===== src/rtl/otp_read_responder.sv =====
module otp_read_responder #(
  parameter logic [7:0] OPCODE       = 8'h4B,
  parameter int         REGION_BYTES = 65,
  parameter int         ADDR_BITS    = 24,
  parameter int         DUMMY_BITS   = 8,
  parameter logic [7:0] FILL         = 8'hFF,
  parameter int         IDX_W        = $clog2(REGION_BYTES)
)(
  input  logic             sclk,
  input  logic             cs_n,
  input  logic             si,
  input  logic             busy,
  output logic             so,
  output logic             so_en,
  output logic [IDX_W-1:0] arr_addr,
  input  logic [7:0]       arr_data
);

  localparam int HDR_BITS = 8 + ADDR_BITS + DUMMY_BITS;
  localparam int CNT_W    = $clog2(HDR_BITS + 1);
  localparam logic [ADDR_BITS-1:0] LIMIT = ADDR_BITS'(REGION_BYTES);

  logic [CNT_W-1:0]     cnt;
  logic [ADDR_BITS-1:0] shreg, addr_base, byte_off;
  logic                 rejected, hdr_done, so_q;
  logic [2:0]           bidx;

  wire [ADDR_BITS-1:0] shin     = {shreg[ADDR_BITS-2:0], si};
  wire [ADDR_BITS-1:0] cur_addr = addr_base + byte_off;
  wire [7:0]           cur_byte = (cur_addr < LIMIT) ? arr_data : FILL;

  assign arr_addr = cur_addr[IDX_W-1:0];
  assign so       = so_en & so_q;

  always_ff @(posedge sclk or posedge cs_n) begin
    if (cs_n) begin
      cnt       <= '0;
      shreg     <= '0;
      addr_base <= '0;
      rejected  <= 1'b0;
      hdr_done  <= 1'b0;
    end else begin
      shreg <= shin;
      if (cnt != CNT_W'(HDR_BITS)) cnt <= cnt + 1'b1;
      if (cnt == CNT_W'(7) && (shin[7:0] != OPCODE || busy)) rejected <= 1'b1;
      if (cnt == CNT_W'(8 + ADDR_BITS - 1)) addr_base <= shin;
      if (cnt == CNT_W'(HDR_BITS - 1) && !rejected) hdr_done <= 1'b1;
    end
  end

  always_ff @(negedge sclk or posedge cs_n) begin
    if (cs_n) begin
      so_en    <= 1'b0;
      so_q     <= 1'b0;
      bidx     <= '0;
      byte_off <= '0;
    end else if (hdr_done) begin
      so_en <= 1'b1;
      so_q  <= cur_byte[~bidx];
      bidx  <= bidx + 1'b1;
      if (&bidx) byte_off <= byte_off + 1'b1;
    end
  end

  assert_quiet_header_R2: assert property (@(posedge sclk) disable iff (cs_n)
    !hdr_done |-> !so_en);

  assert_reject_silent_R6: assert property (@(posedge sclk) disable iff (cs_n)
    rejected |-> !hdr_done && !so_en);

  assert_output_held_R3: assert property (@(negedge sclk) disable iff (cs_n)
    $past(so_en) |-> so_en);

  assert_addr_step_R4: assert property (@(negedge sclk) disable iff (cs_n)
    (so_en && bidx == 3'd0) |-> byte_off == $past(byte_off) + 1'b1);

  assert_first_bit_R3: assert property (@(negedge sclk) disable iff (cs_n)
    $rose(so_en) |-> bidx == 3'd1 && byte_off == '0);

endmodule


===== config.mk =====
export PLATFORM = sky130hd
export DESIGN_NAME = otp_read_responder
export DESIGN_NICKNAME = d
export VERILOG_FILES = /design/src/rtl/otp_read_responder.sv
export SDC_FILE = /design/constraint.sdc
export NUM_CORES = 1
export LEC_CHECK = 0
export BUFFER_PORTS_ARGS = -buffer_cell sky130_fd_sc_hd__buf_4
export CORE_ASPECT_RATIO = 1.5
export CORE_UTILIZATION = 51
export CTS_BUF_LIST = sky130_fd_sc_hd__clkbuf_8
export DETAILED_ROUTE_END_ITERATION = 8
export GPL_ROUTABILITY_DRIVEN = 0
export MAX_ROUTING_LAYER = met4
export PLACE_DENSITY = 0.67
export REMOVE_ABC_BUFFERS = 1
export SLEW_MARGIN = 20
export SYNTH_ARGS = -nofsm -noshare
export SYNTH_HDL_FRONTEND = slang
export SYNTH_SLANG_ARGS = --single-unit

===== constraint.sdc =====
create_clock -name sclk -period 7.5 [get_ports sclk]
set_clock_uncertainty 0.2 [all_clocks]
set_input_delay 1.5 -clock sclk [delete_from_list [all_inputs] [get_ports sclk]]
set_output_delay 1.5 -clock sclk [all_outputs]
set_load 0.03 [all_outputs]

# Word-level counts from Yosys, hierarchy flattened

Cells that the tools add are included.
Widths: inputs -> output; s select.

Register bits: 84
Input port bits: 12
Output and inout bits: 9
Logic and storage cells: 30

Add/sub/neg operators: 4
Order comparisons: 2
Eq/ne operators: 5
Mux-type cells: 3
Bitwise gates (word level): 2
Reductions and logical operators: 5

Operators with widths:

| operator              | number |
|---|---|
| $add 24x1->24 const B | 1 |
| $add 24x24->24        | 1 |
| $lt 24x7->1 const B   | 1 |
| $mux 8                | 1 |
| $ne 8x7->1 const B    | 1 |
| $add 6x1->6 const B   | 1 |
| $eq 6x3->1 const B    | 1 |
| $eq 6x5->1 const B    | 1 |
| $eq 6x6->1 const B    | 1 |
| $ne 6x6->1 const B    | 1 |
| $lt 3x4->1 const B    | 1 |
| $reduce_and 4->1      | 1 |
| $add 3x1->3 const B   | 1 |
| $bmux 1 s3            | 1 |
| $not 3->3             | 1 |
| $logic_and 1x1->1     | 2 |
| $and 1x1->1           | 1 |
| $logic_not 1->1       | 1 |
| $logic_or 1x1->1      | 1 |
| $mux 1                | 1 |

# Logic depth before layout (Yosys ltp)

Word-level depth: 5
Depth in mapped cells: 10
Gate-level depth less buffers: 10

==> out/summary.txt <==
Least-Margin Pin Slew - 0.8811 ns
Top_reg_cell synth - dfrtp_1
MaxCap Viol Count - 0
Vias - 3,347
Flop2flop setup slack - 0.18 ns
Clock Latency Late Sink - 0.38 ns
Area of the multi-input gates - 0.002355 mm2
Residual DRC - 0
Sw frac - 23.58%
CTS H-tree depth - 3
Post-Layout Cell Count - 565
Failing checks - negative setup slack
Worst Hold Endpoint - shreg[13]$_DFF_PP0_
Register area share after synthesis - 46.40%
Total global routing overflow - 0
Setup crit end kind - output pin
Post-synth EDFFs - 0
Yosys warns - 0
Detailed Route Iter0 Violations - 181
Proportion of layout cells with a drive suffix above 1 - 20.52%
Post-DRT Antenna Nets - 0
Crit Reg-Reg Startpoint - addr_base[4]$_DFFE_PP0N_
First-pass GRT wire length - 16,100 um
Layout Nets - 493
# fillers - 738
CTS tree - yes
# port buffers - 20
Clock root cell - clkbuf_8
Die Span Y - 117.4 um
Clk buf depth - 2
Antenna violations before repair - 0
Worst Hold Class - reg2reg
Hpwl dp - 7243 um
Final Util - 60.61%
Setup-failing EPs final - 1
Commonest non-fill, non-tap cell in the layout - dfrtp_1
Synth cell types - 59
Critical path required time - 5.80 ns
Run status - finished, violations left
Crit path max-delay family - adder cells
Largest net degree at the start of global routing - 53
WL final - 9655 um
Clk sink count - 84
Combinational share of power - 7.1%
Die Width - 78.96 um
Starting Density - 53.20%
Total GRT Usage - 23.57%
Count of state elements after synthesis - 84
Post-CTS Hold Fix Bufs - 0
WP data arrival - 5.86 ns
Core footprint - 0.008516 mm2
Final setup margin - -0.05510 ns
Final hold violation count - 0
Critical path depth in cells - 7
FF+latch area - 0.002102 mm2
Pint - 0.7220 mW
FF-to-FF End - so_q$_DFFE_NP0P_
Hold depth - 0
Most frequent cells in the layout - dfrtp_1 (55), buf_4 (35), nand2_1 (34)
DP Worst Slack - 0.1722 ns
Die ar. - 0.009272 mm2
Vias per std cell - 5.924
Cts bufs inserted - 9
WP buf/inv - 2
I/O pin cnt - 21
Worst path max stage delay - 0.35 ns
Synthesis-to-layout area growth - 13.92%
Slowest CP cell - dfrtn_1
CP Max Fanout - 2
Slew headroom - 41.19%
Syn_area_per_cell - 10.84 um2
FF-to-FF path depth - 10
CTS clk-pin slew, worst paths - 0.08 ns
WS Path Type - reg2out
Clk network pwr share - 42.6%
RSZ-0062 raised after global routing - true
Flop pwr share - 50.3%
Max-slew violations - 0
Hold path startpoint - shreg[12]$_DFF_PP0_
Drt wl/cell - 17.09 um
Sw power - 0.2228 mW
Worst path cell trace - ha_2 > fa_2 > a21o_1 > a221oi_2 > xnor2_1 > inv_1 > buf_6
TritonRoute pass-1 iters - 4
Cells after Synth - 418
Async SR Flop Fraction - 100.0%
Synthesized area - 0.004531 mm2
Power per standard cell area - 183.0 mW/mm2
Leakage power - 2.323 nW
Placed Instances - 545
# diodes - 0
Nature of the critical path startpoint - flop
IR drop worst, VDD - 0.0001420 V
Row count - 41
Total chip power - 0.9447 mW
Vias in the first global route - 3,402
[routing by layer]
layer	track usage (%)	wire, um
met2	40.92	5057
met5	-	0
met4	10.11	382
met3	5.058	290
met1	25.47	3924
[power groups by stage]
stage               combinational, mW  clock, mW  sequential [mW]
finish                         0.0675      0.402            0.475
global route                   0.0754      0.430            0.477
CTS                            0.0677      0.414            0.475
detailed placement             0.0666          0            0.484
global placement               0.0656          0            0.484
floorplan                      0.0461          0            0.481
[worst max-delay path by stage]
stage,slack [ns],to,from
floorplan,0.004,bidx[0]$_DFFE_NP0P_,cs_n
global placement,0.19,arr_addr[6],byte_off[0]$_DFFE_NP0P_
detailed placement,0.17,arr_addr[6],byte_off[0]$_DFFE_NP0P_
CTS,-0.09,arr_addr[6],byte_off[0]$_DFFE_NP0P_
global route,-0.19,arr_addr[6],byte_off[0]$_DFFE_NP0P_
finish,-0.06,arr_addr[6],byte_off[0]$_DFFE_NP0P_
[what timing repair did]
item                       CTS  global route
setup buffers                2             2
gates resized for setup      4             2
pin swaps                    3             3
setup endpoints to repair    3             3
[cells in the mapped netlist (5+ instances only)]
| master | count | area share, % |
|---|---|---|
| inv_1 | 11 | 0.91 |
| xor2_1 | 14 | 2.7 |
| nand4_1 | 17 | 2.3 |
| mux2_2 | 28 | 7.0 |
| ha_1 | 27 | 7.5 |
| nand3_1 | 17 | 1.9 |
| o21ai_0 | 11 | 1.2 |
| xnor2_1 | 25 | 4.8 |
| a31oi_1 | 6 | 0.83 |
| clkbuf_1 | 7 | 0.58 |
| nand2b_1 | 5 | 0.69 |
| a21o_1 | 9 | 1.5 |
| nor2_1 | 22 | 1.8 |
| dfrtn_1 | 29 | 16 |
| dfrtp_1 | 55 | 30 |
| a21oi_1 | 21 | 2.3 |
| nand2_1 | 34 | 2.8 |
[per-stage QoR]
stage          TNS (ns)  hold slack (ns)  area, um2
2_1_floorplan         0           0.1486       4471
3_3_place_gp          0           0.1517       4851
3_5_place_dp          0           0.1568       4851
4_1_cts        -0.09350           0.1773       5135
5_1_grt         -0.2496           0.1815       5161
6_report       -0.05510           0.1733       5161
[cells by family (layout without fill, tap and decap cells)]
logic type / after synthesis / count (layout) / synth area share, %
mux: 33 / 33 / 8.616
xor+xnor: 39 / 39 / 7.539
fa+ha+maj: 28 / 28 / 7.898
compound gates: 76 / 76 / 11.46
buf+inv: 23 / 63 / 2.237
simple gates: 135 / 135 / 15.85
flops: 84 / 84 / 46.40
[final cells by class]
class,count,share of cell area [%]
Multi-Input combinational cell,311,45.62
Sequential cell,84,40.73
Timing Repair Buffer,36,5.309
Tap cell,107,2.594
Clock inverter,7,2.521
Clock buffer,9,2.400
Inverter,11,0.8242
[registers in the layout, summed over array words and instances, names as in the netlist]
signal and cells:
hdr_done 1, shreg 23, so_q 1, addr_base 24
cnt 6, bidx 3, byte_off 24, rejected 1
so_en 1
Note: power is estimated with default switching activity, not from simulation.
